===== src/rtl/div_pkg.sv =====
package div_pkg;

  // Controller states of the sequential divider.
  typedef enum logic [0:0] {
    ST_IDLE = 1'b0,
    ST_RUN  = 1'b1
  } div_state_e;

endpackage


===== src/rtl/div_prep.sv =====
// Operand preparation: magnitudes, quotient sign and special-case detection.
module div_prep #(
  parameter int AW = 64,
  parameter int BW = 32
) (
  input  logic          is_signed,
  input  logic [AW-1:0] a_in,
  input  logic [BW-1:0] b_in,
  output logic [AW-1:0] mag_a,
  output logic [BW-1:0] mag_b,
  output logic          q_neg,
  output logic          special
);

  localparam logic [AW-1:0] A_MIN = {1'b1, {(AW-1){1'b0}}};

  logic a_neg;
  logic b_neg;
  logic b_zero;
  logic s_ovf;

  always_comb begin
    a_neg   = is_signed & a_in[AW-1];
    b_neg   = is_signed & b_in[BW-1];
    mag_a   = a_neg ? (~a_in + {{(AW-1){1'b0}}, 1'b1}) : a_in;
    mag_b   = b_neg ? (~b_in + {{(BW-1){1'b0}}, 1'b1}) : b_in;
    q_neg   = a_neg ^ b_neg;
    b_zero  = (b_in == '0);
    s_ovf   = is_signed & (a_in == A_MIN) & (b_in == '1);
    special = b_zero | s_ovf;
  end

endmodule


===== src/rtl/div_step.sv =====
// One restoring-division step: shifts in the next dividend bit and
// subtracts the divisor when the trial value is large enough.
module div_step #(
  parameter int AW = 64,
  parameter int BW = 32
) (
  input  logic [BW-1:0] rem_in,
  input  logic [AW-1:0] qr_in,
  input  logic [BW-1:0] dvs,
  output logic [BW-1:0] rem_out,
  output logic [AW-1:0] qr_out
);

  logic [BW:0] trial;
  logic [BW:0] diff;
  logic        qbit;

  always_comb begin
    trial   = {rem_in, qr_in[AW-1]};
    diff    = trial - {1'b0, dvs};
    qbit    = ~diff[BW];
    rem_out = qbit ? diff[BW-1:0] : trial[BW-1:0];
    qr_out  = {qr_in[AW-2:0], qbit};
  end

endmodule


===== src/rtl/div_fix.sv =====
// Applies the quotient sign after the magnitude loop.
module div_fix #(
  parameter int AW = 64
) (
  input  logic [AW-1:0] q_mag,
  input  logic          neg,
  output logic [AW-1:0] q_out
);

  always_comb begin
    q_out = neg ? (~q_mag + {{(AW-1){1'b0}}, 1'b1}) : q_mag;
  end

endmodule


===== src/rtl/wide_divider.sv =====
module wide_divider
  import div_pkg::*;
#(
  parameter int AW = 64,
  parameter int BW = 32
) (
  input  logic          clk,
  input  logic          rst_n,
  input  logic          start,
  input  logic          is_signed,
  input  logic [AW-1:0] dividend,
  input  logic [AW-1:0] divisor_src,
  output logic          busy,
  output logic          done,
  output logic [AW-1:0] quotient
);

  localparam int CW = $clog2(AW);
  localparam logic [CW-1:0] LAST = CW'(AW - 1);

  // Registers
  div_state_e    state_q;
  logic [CW-1:0] cnt_q;
  logic [BW-1:0] rem_q;
  logic [AW-1:0] qr_q;
  logic [BW-1:0] dvs_q;
  logic          neg_q;
  logic [AW-1:0] quot_q;
  logic          done_q;

  // Next-state values
  div_state_e    state_d;
  logic [CW-1:0] cnt_d;
  logic [BW-1:0] rem_d;
  logic [AW-1:0] qr_d;
  logic [BW-1:0] dvs_d;
  logic          neg_d;
  logic [AW-1:0] quot_d;
  logic          done_d;
  logic          work_en;
  logic          quot_en;

  // Combinational datapath
  logic [AW-1:0] p_mag_a;
  logic [BW-1:0] p_mag_b;
  logic          p_neg;
  logic          p_special;
  logic [BW-1:0] s_rem;
  logic [AW-1:0] s_qr;
  logic [AW-1:0] f_q;
  logic          accept;
  logic          last_step;

  div_prep #(.AW(AW), .BW(BW)) u_prep (
    .is_signed (is_signed),
    .a_in      (dividend),
    .b_in      (divisor_src[BW-1:0]),
    .mag_a     (p_mag_a),
    .mag_b     (p_mag_b),
    .q_neg     (p_neg),
    .special   (p_special)
  );

  div_step #(.AW(AW), .BW(BW)) u_step (
    .rem_in  (rem_q),
    .qr_in   (qr_q),
    .dvs     (dvs_q),
    .rem_out (s_rem),
    .qr_out  (s_qr)
  );

  div_fix #(.AW(AW)) u_fix (
    .q_mag (s_qr),
    .neg   (neg_q),
    .q_out (f_q)
  );

  assign accept    = start & (state_q == ST_IDLE);
  assign last_step = (state_q == ST_RUN) & (cnt_q == LAST);

  // Next-state logic
  always_comb begin
    state_d = state_q;
    cnt_d   = cnt_q;
    rem_d   = rem_q;
    qr_d    = qr_q;
    dvs_d   = dvs_q;
    neg_d   = neg_q;
    quot_d  = quot_q;
    done_d  = 1'b0;
    work_en = 1'b0;
    quot_en = 1'b0;
    if (accept) begin
      if (p_special) begin
        quot_d  = dividend;
        quot_en = 1'b1;
        done_d  = 1'b1;
      end else begin
        state_d = ST_RUN;
        cnt_d   = '0;
        rem_d   = '0;
        qr_d    = p_mag_a;
        dvs_d   = p_mag_b;
        neg_d   = p_neg;
        work_en = 1'b1;
      end
    end else if (state_q == ST_RUN) begin
      work_en = 1'b1;
      cnt_d   = cnt_q + {{(CW-1){1'b0}}, 1'b1};
      rem_d   = s_rem;
      qr_d    = s_qr;
      if (last_step) begin
        state_d = ST_IDLE;
        quot_d  = f_q;
        quot_en = 1'b1;
        done_d  = 1'b1;
      end
    end
  end

  // Registers with explicit enables
  always_ff @(posedge clk or negedge rst_n) begin
    if (!rst_n) begin
      state_q <= ST_IDLE;
      done_q  <= 1'b0;
    end else begin
      state_q <= state_d;
      done_q  <= done_d;
    end
  end

  always_ff @(posedge clk or negedge rst_n) begin
    if (!rst_n) begin
      cnt_q <= '0;
      rem_q <= '0;
      qr_q  <= '0;
      dvs_q <= '0;
      neg_q <= 1'b0;
    end else if (work_en) begin
      cnt_q <= cnt_d;
      rem_q <= rem_d;
      qr_q  <= qr_d;
      dvs_q <= dvs_d;
      neg_q <= neg_d;
    end
  end

  always_ff @(posedge clk or negedge rst_n) begin
    if (!rst_n) begin
      quot_q <= '0;
    end else if (quot_en) begin
      quot_q <= quot_d;
    end
  end

  assign busy     = (state_q == ST_RUN);
  assign done     = done_q;
  assign quotient = quot_q;

  // Assertions
  a_r3_zero_returns_a: assert property (@(posedge clk) disable iff (!rst_n)
    (start && !busy && divisor_src[BW-1:0] == '0) |=> (quotient == $past(dividend)));

  a_r5_special_fast: assert property (@(posedge clk) disable iff (!rst_n)
    (start && !busy && p_special) |=> (done && !busy));

  a_r6_done_on_fall: assert property (@(posedge clk) disable iff (!rst_n)
    $fell(busy) |-> done);

  a_r6_run_continues: assert property (@(posedge clk) disable iff (!rst_n)
    (busy && cnt_q != LAST) |=> busy);

  a_r7_no_restart: assert property (@(posedge clk) disable iff (!rst_n)
    (busy && start && cnt_q != LAST) |=> (busy && $stable(dvs_q) && $stable(neg_q)));

  a_r8_exclusive: assert property (@(posedge clk) disable iff (!rst_n)
    !(busy && done));

  a_r10_hold: assert property (@(posedge clk) disable iff (!rst_n)
    !done |-> $stable(quotient));

endmodule


===== config.mk =====
export PLATFORM = sky130hd
export DESIGN_NAME = wide_divider
export DESIGN_NICKNAME = d
export VERILOG_FILES = /design/src/rtl/div_pkg.sv /design/src/rtl/div_prep.sv /design/src/rtl/div_step.sv /design/src/rtl/div_fix.sv /design/src/rtl/wide_divider.sv
export SDC_FILE = /design/constraint.sdc
export NUM_CORES = 1
export LEC_CHECK = 0
export ABC_AREA = 1
export BUFFER_PORTS_ARGS = -buffer_cell sky130_fd_sc_hd__buf_2
export CORE_MARGIN = 2
export CORE_UTILIZATION = 25
export DETAILED_ROUTE_END_ITERATION = 12
export PLACE_DENSITY = 0.48
export REMOVE_ABC_BUFFERS = 1
export SYNTH_ARGS = -nofsm -noshare
export SYNTH_HDL_FRONTEND = slang
export SYNTH_SLANG_ARGS = --single-unit

===== constraint.sdc =====
create_clock -name clk -period 4.2 [get_ports clk]
set_input_delay 0.21 -clock clk [delete_from_list [all_inputs] [get_ports clk]]
set_output_delay 0.21 -clock clk [all_outputs]
set_load 0.02 [all_outputs]

==> results of run 1 <==
==> cells by family (layout without fill, tap and decap cells) <==
logic type               after synthesis  in the layout
buffers and inverters                341            509
multiplexers                           1              1
AND/OR/NAND/NOR                     1330           1330
AO/OA/AOI/OAI                        455            455
XOR/XNOR                              69             69
adder cells (fa/ha/maj)               38             38
flip-flops                           201            201
==> power by group through the flow <==
stage / combinational [W] / sequential, W / clock [W]
floorplan: 0.00591 / 0.00387 / 0
global placement: 0.00901 / 0.00367 / 0
detailed placement: 0.00904 / 0.00369 / 0
CTS: 0.00909 / 0.00367 / 0.00249
global route: 0.0102 / 0.00380 / 0.00256
finish: 0.00904 / 0.00367 / 0.00242
==> cell type report <==
| cell class | instances | share of cell area (%) |
|---|---|---|
| tap | 837 | 5.65 |
| clock buffer | 38 | 4.14 |
| timing repair buffer | 208 | 6.82 |
| sequential | 201 | 27.1 |
| multi-input combinational | 1893 | 50.3 |
| inverter | 251 | 5.09 |
| clock inverter | 12 | 0.817 |
==> repair_timing <==
action | in CTS | in global routing
setup buffers | 0 | 2
hold buffers | 12 | 0
endpoints found under the setup margin | 0 | 7
resized for setup | 0 | 4
hold endpoints to repair | 111 | 0
==> how the worst max path moves through the flow <==
stage,startpoint,end,depth (start not counted)
3_3_place_gp,qr_q[63],quotient[60],26
3_5_place_dp,qr_q[63],quotient[60],26
4_1_cts,qr_q[63],quotient[60],26
2_1_floorplan,busy,quotient[47],8
5_1_grt,qr_q[63],quotient[32],26
6_report,qr_q[63],quotient[44],25
==> metal layers <==
metal,wire length (µm),up-vias
met4,2120,0
li1,-,8344
met3,3050,100
met1,29500,8093
met5,0,-
met2,29200,528
==> stage by stage <==
step / hold WS, ps / util [%] / area, µm²
after floorplan: -85.6 / - / 15300
after global placement: 335 / 28.3 / 17500
after detailed placement: 340 / 28.3 / 17500
after CTS: 9.29 / 29.9 / 18500
after global routing: 53.2 / 30.0 / 18500
final: 33.1 / 30.0 / 18500
==> worst min-delay path, cell delays in order <==
cell and delay (ps):
buf_2 130, o32ai_1 100, nand2_1 60, o21ai_0 60
==> layout by cell type, fill, tap and decap left out, types with 10 or more instances in the layout <==
| cell | Yosys | layout |
|---|---|---|
| a21oi_1 | 75 | 75 |
| a31oi_1 | 27 | 27 |
| buf_2 | 21 | 164 |
| buf_4 | 4 | 25 |
| clkbuf_16 | 0 | 27 |
| dfrtp_1 | 201 | 201 |
| dlygate4sd3_1 | 0 | 12 |
| ha_1 | 37 | 37 |
| inv_1 | 243 | 243 |
| nand2_1 | 697 | 695 |
| nand3_1 | 155 | 155 |
| nand4_1 | 46 | 46 |
| nor2_1 | 296 | 295 |
| nor2_2 | 10 | 10 |
| nor3_1 | 53 | 53 |
| nor4_1 | 27 | 27 |
| o211ai_1 | 45 | 45 |
| o21ai_0 | 224 | 223 |
| o21ai_1 | 38 | 39 |
| xnor2_1 | 23 | 23 |
| xor2_1 | 46 | 46 |
==> state kept, by name, indices dropped and copies added (netlist names) <==
name and count:
busy 1, cnt_q 6, done 1, dvs_q 32, neg_q 1, qr_q 64
quotient 64, rem_q 32
==> run_results.csv, run 1 <==
group,metric,value,unit
synth,synthFlopType,"dfrtp_1",
cells_and_area,syn2layout_area_growth,18.2,%
grt,gr-usage-met3,1.84,%
job,maxCapViolCount,0,
grt,track_usage,19.5,%
power_and_ir_drop,peakVddDrop,394,µV
grt,grt_max_degree,138,
setup_path,cp.arrival,4250,ps
synth,synth_xor_xnor_area_share,3.86,%
setup_path,required,4640,ps
synth,seq_area_frac_synth,32.1,%
grt,grt_pass1_vias,16500,
detailed_routing,dr.pass1.iters,6,
setup_path,r2r_setup_slack,390,ps
synth,yosys.area_share.simple,36.1,%
synth,ys_top_cells_by_count,"nand2_1, nor2_1, inv_1, o21ai_0, dfrtp_1",
setup_path,crit_family,"simple AND/OR/NAND/NOR gates",
power_and_ir_drop,pwr-share-seq,24.3,%
cells_and_area,diodes,0,
floorplanning,io_pins,198,
power_and_ir_drop,p_sw,0.00768,W
synth,synth_seq_cells,201,
setup_path,critPathLaunchType,"flip-flop",
synth,synthTopCellsByArea,"dfrtp_1, nand2_1, o21ai_0",
cells_and_area,final_cells,3440,
sta,worstMarginPinSlew,859,ps
setup_path,cpMaxStageDelayCell,"fa_2",
setup_path,worst-path-max-fanout,3,
sta,hold_viol,0,
min_path,hp-start,"dividend[5]",
sta,finalCriticalPeriod,3810,ps
placement,port_buffers,165,
detailed_routing,drtAntennaViolNets,0,
detailed_routing,drc,0,
sta,timing.fmax,262,MHz
setup_path,critPathKind,"reg -> reg",
floorplanning,die_h,254,µm
power_and_ir_drop,p_comb_share,59.7,%
power_and_ir_drop,p_leak,8.59,nW
detailed_routing,wire_per_inst,18.6,µm
detailed_routing,via_per_inst,4.96,
floorplanning,start_util,25.4,%
sta,slew_headroom,42.7,%
cts,clockBufferDepth,3,
detailed_routing,wirelength,63.8,mm
detailed_routing,vias,17100,
power_and_ir_drop,switching_share,50.8,%
grt,use_met2,32.3,%
setup_path,crit_buf_inv,3,
synth,postSynthAreaPerCell,6.44,µm²
floorplanning,dieArea,64700,µm²
synth,synth_top_area_share,32.1,%
setup_path,reg2reg_from,"qr_q[63]",
synth,ys_warn_count,0,
cts,cts.sinks,201,
cts,clkSlewWorstSetupHoldPaths,60,ps
grt,grt_util_met1,26.9,%
sta,slew_viol_final,0,
min_path,hold_path_depth,4,
grt,globalRouteOverflowTotal,0,
setup_path,rr_endpoint,"quotient[44]",
sta,finalCritPeriodShare,90.7,%
grt,busiest_layer,"met2",
power_and_ir_drop,p_int,0.00745,W
grt,antenna_found_initial,0,
floorplanning,core_area,61800,µm²
cts,numCtsBuffers,27,
synth,netlist_area,15700,µm²
power_and_ir_drop,p_per_area,817,nW/µm²
setup_path,cpMostUsedCell,"nand2_1",
placement,routabilityCongestion,0.957,
run_status,status,"finished clean",
synth,synth_cell_type_count,55,
cells_and_area,seq_area,5030,µm²
setup_path,reg2reg_depth,25,
cells_and_area,multi_input_area,9330,µm²
power_and_ir_drop,power_frac_clock,16.0,%
setup_path,cp-end-kind,"flip-flop",
synth,synth_edf_count,0,
grt,grt_first_pass_wirelength,98.0,mm
cts,root_buffer,"clkbuf_16",
synth,yosys.area.top_type,"dfrtp_1",
cts,cts_tree,"yes",
sta,rsz0062_at_grt,"false",
cells_and_area,drive_gt1_share,11.3,%
synth,synth_top_family_by_area,"simple AND/OR/NAND/NOR gates",
synth,synth_fa_ha_area_share,3.08,%
cells_and_area,nets,2752,
synth,async_flop_share,100,%
min_path,min_path_type,"in -> reg",
detailed_routing,initialDrtViolationCount,1295,
sta,setup_ws,389,ps
floorplanning,rows,91,
sta,fin_setup_tns,0,ps
placement,hpwl,49.0,mm
synth,synth_mux_area_share,0.0639,%
sta,setup_violations,0,
min_path,min_to,"qr_q[5]",
sta,clock_skew,34.2,ps
setup_path,slowest_delay,360,ps
power_and_ir_drop,total_power,0.0151,W
placement,dpl_worst_slack,264,ps
floorplanning,die_w,254,µm
synth,synth_compound_area_share,16.3,%
synth,yosysMostFrequentCell,"nand2_1",
cells_and_area,nFillCells,6909,
placement,dpl.cell_count,3376,
synth,synth_cells,2435,
cts,ctsHtreeMaxLevel,1,
cts,worstSkewPairLatency,580,ps
Note: power is estimated with default switching activity, not from simulation.
==> run 2: changes to the inputs <==
clock period = 4.9 ns   (was 4.2 ns; I/O delays follow)
==> run 2 against run 1 <==
Effect of this change: utilization down 0.38 points; power down 15%; non-clock buffer count shrank 14; clock-buffer cell count down 1; global-route usage is 0.32 points lower; first-iteration DRC count rose by 11%; critical path type unchanged.
==> run_results.csv, run 2 (synthesis gave the netlist of run 1 again) <==
group,metric,value,unit
detailed_routing,wirelength,63.3,mm
setup_path,cpMaxStageDelayCell,"fa_1",
setup_path,crit_family,"simple AND/OR/NAND/NOR gates",
detailed_routing,wl_met1,28.8,mm
placement,port_buffers,165,
setup_path,worst-path-max-fanout,4,
detailed_routing,vias,17000,
cells_and_area,drive_gt1_share,11.1,%
sta,clock_skew,26.9,ps
detailed_routing,wl_met2,28.3,mm
grt,grt_first_pass_wirelength,95.9,mm
setup_path,slowest_delay,410,ps
floorplanning,rows,91,
sta,finalCritPeriodShare,84.9,%
cells_and_area,final_area,18300,µm²
detailed_routing,drtAntennaViolNets,0,
detailed_routing,dr.pass1.iters,8,
sta,fin_setup_tns,0,ps
power_and_ir_drop,total_power,0.0129,W
detailed_routing,wire_per_inst,18.5,µm
min_path,min_to,"qr_q[34]",
power_and_ir_drop,p_sw,0.00659,W
power_and_ir_drop,p_int,0.00629,W
setup_path,rr_endpoint,"quotient[60]",
floorplanning,dieArea,64700,µm²
power_and_ir_drop,peakVddDrop,384,µV
min_path,min_path_type,"in -> reg",
setup_path,required,5310,ps
grt,track_usage,19.2,%
min_path,hp-start,"dividend[34]",
cells_and_area,final_common_cell,"nand2_1",
grt,antenna_found_initial,3,
cts,cts_tree,"yes",
floorplanning,start_util,25.4,%
power_and_ir_drop,power_frac_clock,15.7,%
sta,worstMarginPinSlew,961,ps
setup_path,r2r_setup_slack,740,ps
sta,slew_headroom,35.8,%
detailed_routing,via_per_inst,4.97,
setup_path,cp.arrival,4570,ps
sta,finalCriticalPeriod,4160,ps
setup_path,critPathKind,"reg -> reg",
cells_and_area,final_cell_mix,"nand2_1, nor2_1, inv_1, o21ai_0, dfrtp_1",
setup_path,critPathLaunchType,"flip-flop",
grt,globalRouteOverflowTotal,0,
cts,numCtsBuffers,27,
cts,clkSlewWorstSetupHoldPaths,60,ps
detailed_routing,initialDrtViolationCount,1442,
setup_path,crit_buf_inv,2,
power_and_ir_drop,p_comb_share,59.8,%
cts,cts_resized,0,
grt,grt_max_degree,85,
cells_and_area,syn2layout_area_growth,16.7,%
cells_and_area,nFillCells,6937,
run_status,status,"finished clean",
placement,dpl_worst_slack,811,ps
cts,hold_buffers,3,
grt,grt_pass1_vias,16400,
detailed_routing,drc,0,
power_and_ir_drop,switching_share,51.1,%
floorplanning,die_h,254,µm
cts,root_buffer,"clkbuf_16",
job,maxCapViolCount,0,
setup_path,cp-end-kind,"flip-flop",
power_and_ir_drop,p_per_area,704,nW/µm²
sta,setup_violations,0,
cts,worstSkewPairLatency,580,ps
sta,rsz0062_at_grt,"false",
detailed_routing,top_layer,"met5",
sta,hold_viol,0,
setup_path,reg2reg_from,"qr_q[63]",
cts,cts.sinks,201,
cts,clockBufferDepth,3,
detailed_routing,dr_wl_met3,3.75,mm
setup_path,cpMostUsedCell,"nand2_1",
placement,hpwl,48.7,mm
placement,dpl-instance-area,17400,µm²
placement,routabilityCongestion,0.960,
cells_and_area,nets,2738,
setup_path,reg2reg_depth,26,
power_and_ir_drop,p_leak,8.49,nW
cts,ctsHtreeMaxLevel,1,
sta,timing.fmax,240,MHz
floorplanning,core_area,61800,µm²
sta,setup_ws,739,ps
cts,cts_setup_buffers,0,
min_path,hold_path_depth,4,
floorplanning,io_pins,198,
floorplanning,die_w,254,µm
power_and_ir_drop,pwr-share-seq,24.5,%
sta,slew_viol_final,0,
## run 2: tightest hold or removal path, cell delays in order
cell	delay, ps
buf_2	120
inv_1	60
nand3_1	70
a31oi_1	80
## run 2: per-stage QoR
step | hold WS (ps) | util (%) | std cells
5_1_grt | 41.1 | 29.6 | 3426
3_5_place_dp | 307 | 28.1 | 3373
6_report | 28.2 | 29.6 | 3426
4_1_cts | 6.02 | 29.6 | 3425
3_3_place_gp | 309 | 28.1 | 3373
2_1_floorplan | -50.6 | - | 2345
## run 2: worst max path at each step
stage / start / to / slack [ps] / cells past startpoint
after global placement: qr_q[63] / quotient[60] / 830 / 26
after floorplan: busy / quotient[47] / -4150 / 8
after detailed placement: qr_q[63] / quotient[60] / 810 / 26
after global routing: qr_q[63] / quotient[60] / 320 / 26
final: qr_q[63] / quotient[60] / 740 / 26
after CTS: qr_q[63] / quotient[60] / 790 / 26
## run 2: layout make-up
type                       count  area, µm²  share of cell area (%)
clock inverter                12        129                   0.704
antenna                        1       2.50                  0.0137
inverter                     251        943                    5.16
timing repair buffer         194       1060                    5.80
multi-input combinational   1893       9320                    50.9
sequential                   201       5030                    27.5
tap                          837       1050                    5.72
clock buffer                  37        763                    4.17
## run 2: per-layer routing
layer | up-vias | GRT usage [%]
met3 | 112 | 2.55
li1 | 8322 | -
met1 | 8002 | 26.2
met2 | 588 | 31.0
met4 | 2 | 6.87
met5 | - | 0
## run 2: power by group through the flow
stage               clock [W]  sequential, W  combinational (W)
global route          0.00213        0.00326            0.00872
detailed placement          0        0.00316            0.00770
finish                0.00202        0.00315            0.00771
CTS                   0.00208        0.00315            0.00773
floorplan                   0        0.00332            0.00506
global placement            0        0.00315            0.00764
==> run 3: changes to the inputs <==
ABC_AREA = 0   (was 1)
PLACE_DENSITY = 0.5   (was 0.48)
clock period = 3.5 ns   (was 4.9 ns; I/O delays follow)
==> run 3 against run 2 <==
Effect of this change: the run now ends with setup timing left; synthesized cell count fell by 26%; sequential power up 27%; design area rose by 5.2%; largest cell class unchanged; setup slack got worse by 1100 ps; clock power increased by 49%; clock skew decreased by 8.4 ps; clock-buffer cell count rose by 1.
==> run_results.csv, run 3 <==
group,metric,value,unit
cts,root_buffer,"clkbuf_16",
power_and_ir_drop,peakVddDrop,870,µV
floorplanning,rows,87,
cts,worstSkewPairLatency,560,ps
synth,synth_cell_type_count,78,
cells_and_area,diodes,0,
cells_and_area,final_cell_mix,"nand2_1, dfrtp_1, o21ai_0, buf_4, nor2_1",
sta,rsz0062_at_grt,"true",
synth,synth_edf_count,0,
job,maxCapViolCount,0,
cts,ctsHtreeMaxLevel,1,
min_path,min_path_type,"in -> reg",
setup_path,required,3920,ps
sta,setup_violations,32,
cells_and_area,nets,2310,
power_and_ir_drop,total_power,0.0160,W
cells_and_area,final_cells,2915,
power_and_ir_drop,p_int,0.00911,W
detailed_routing,wire_per_inst,17.7,µm
detailed_routing,drc,0,
setup_path,cp.arrival,4240,ps
detailed_routing,wirelength,51.5,mm
sta,finalCriticalPeriod,3820,ps
grt,antenna_found_initial,2,
grt,grt_pass1_vias,14500,
placement,routabilityCongestion,0.856,
sta,slew_viol_final,0,
detailed_routing,via_per_inst,5.02,
synth,yosysMostFrequentCell,"o21ai_0",
synth,netlist_area,14400,µm²
floorplanning,core_area,56600,µm²
synth,ys_warn_count,0,
grt,grt_first_pass_wirelength,82.0,mm
grt,track_usage,17.1,%
floorplanning,die_w,244,µm
power_and_ir_drop,pwr-share-seq,25.0,%
synth,synth_seq_cells,201,
sta,setup_ws,-321,ps
cts,numCtsBuffers,26,
cts,cts.sinks,201,
sta,hold_viol,0,
detailed_routing,vias,14600,
synth,synth_cells,1813,
floorplanning,io_pins,198,
synth,seq_area_frac_synth,35.0,%
power_and_ir_drop,switching_share,42.9,%
placement,dpl.cell_count,2808,
grt,globalRouteOverflowTotal,0,
synth,synth_top_area_share,35.0,%
synth,synthFlopType,"dfrtp_1",
sta,clock_skew,18.5,ps
floorplanning,die_h,244,µm
cells_and_area,nFillCells,6018,
placement,dpl_worst_slack,-751,ps
sta,finalCritPeriodShare,109,%
grt,grt_max_degree,103,
synth,async_flop_share,100,%
cts,clkSlewWorstSetupHoldPaths,60,ps
power_and_ir_drop,p_comb_share,56.1,%
cells_and_area,syn2layout_area_growth,34.0,%
cts,clockBufferDepth,3,
power_and_ir_drop,p_sw,0.00684,W
power_and_ir_drop,p_per_area,829,nW/µm²
floorplanning,start_util,25.4,%
placement,hpwl,36.4,mm
synth,ys_top_cells_by_count,"o21ai_0, nand2_1, dfrtp_1, nor2_1, a21oi_1",
power_and_ir_drop,p_leak,8.03,nW
synth,postSynthAreaPerCell,7.92,µm²
synth,yosys.area.top_type,"dfrtp_1",
sta,timing.fmax,262,MHz
detailed_routing,dr.pass1.iters,5,
setup_path,critPathKind,"reg -> reg",
floorplanning,dieArea,59400,µm²
sta,fin_setup_tns,-5500,ps
run_status,violations,"setup timing",
setup_path,worst-path-max-fanout,3,
detailed_routing,initialDrtViolationCount,866,
cts,cts_tree,"yes",
cells_and_area,drive_gt1_share,23.4,%
detailed_routing,drtAntennaViolNets,0,
setup_path,critPathLaunchType,"flip-flop",
placement,port_buffers,165,
sta,slew_headroom,31.1,%
setup_path,cp-end-kind,"flip-flop",
run_status,status,"finished, violations left",
sta,worstMarginPinSlew,1030,ps
cells_and_area,final_common_cell,"nand2_1",
power_and_ir_drop,power_frac_clock,18.8,%
synth,synthTopCellsByArea,"dfrtp_1, o21ai_0, a21oi_1",
## run 3: path summary, 6_finish.rpt
| path | depth (start not counted) | slack (ps) | from | end |
|---|---|---|---|---|
| max | 20 | -320 | qr_q[63] | quotient[14] |
| min in group asynchronous | 2 | 230 | rst_n | quotient[16] |
| max reg2reg | 20 | -320 | qr_q[63] | quotient[14] |
| min reg2reg | 2 | 470 | quotient[23] | quotient[23] |
| max in group asynchronous | 3 | 2450 | rst_n | dvs_q[15] |
| min | 4 | 20 | divisor_src[24] | dvs_q[24] |
## run 3: power groups by stage
stage | sequential [W] | combinational [W] | clock (W)
final | 0.00400 | 0.00896 | 0.00300
after global routing | 0.00412 | 0.00998 | 0.00317
after CTS | 0.00397 | 0.00881 | 0.00309
after detailed placement | 0.00394 | 0.00836 | 0
after global placement | 0.00390 | 0.00831 | 0
after floorplan | 0.00380 | 0.00508 | 0
## run 3: cells by family after synthesis
kind of cell	share of synthesized area, %
adders and majority gates	3.36
DFF	35.0
xor gates and xnor gates	9.33
AOI/OAI and AO/OA	23.1
buffers and inverters	4.95
and+or+nand+nor	22.0
muxes	2.26
## run 3: final cells by class
type                            instances  area, µm²  share of cell area, %
Clock inverter                          9        174                  0.904
Timing Repair Buffer                  411       2920                   15.2
Inverter                               65        245                   1.27
Clock buffer                           38        777                   4.04
Multi-Input combinational cell       1435       9150                   47.5
Sequential cell                       201       5030                   26.1
Tap cell                              756        946                   4.91
## run 3: worst max-delay path: stages, from the launching register on
cell and delay (ps):
dfrtp_1 360, inv_2 60, ha_4 160, fa_2 360, nor2b_4 130, o2111ai_2 110, and4bb_2 270, o211ai_1 210
buf_4 180, a31oi_4 100, xnor2_2 190, clkinv_2 80, ha_4 140, nand2b_4 60, buf_6 120, or4_4 480
o41ai_4 240, xor2_1 170, nor2_1 50, a21oi_1 140, o21ai_1 70
## run 3: per-layer routing
layer  part of all wire (%)  wire length, µm  vias up  track usage (%)
met4                    2.6             1360        4             4.72
met5                  0.062               32        -                0
met2                     46            23400      364             27.8
met1                     46            23900     7055             23.4
met3                    5.5             2810       85             2.78
li1                       -                -     7137                -
## run 3: timing repair
item                                    4_1_cts  5_1_grt
endpoints found under the hold margin       115        0
setup buffers                                 9        4
pin swaps                                    35       17
resized for setup                            90       37
hold buffers                                 47        0
endpoints found under the setup margin       56       80
## run 3: metrics by stage
step / cell area, µm² / hold WS, ps / utilization [%]
detailed placement: 17200 / 261 / 30.4
finish: 19200 / 23.7 / 34.0
floorplan: 13900 / -121 / -
global route: 19200 / 18.9 / 34.0
CTS: 19000 / 3.73 / 33.7
global placement: 17200 / 259 / 30.4
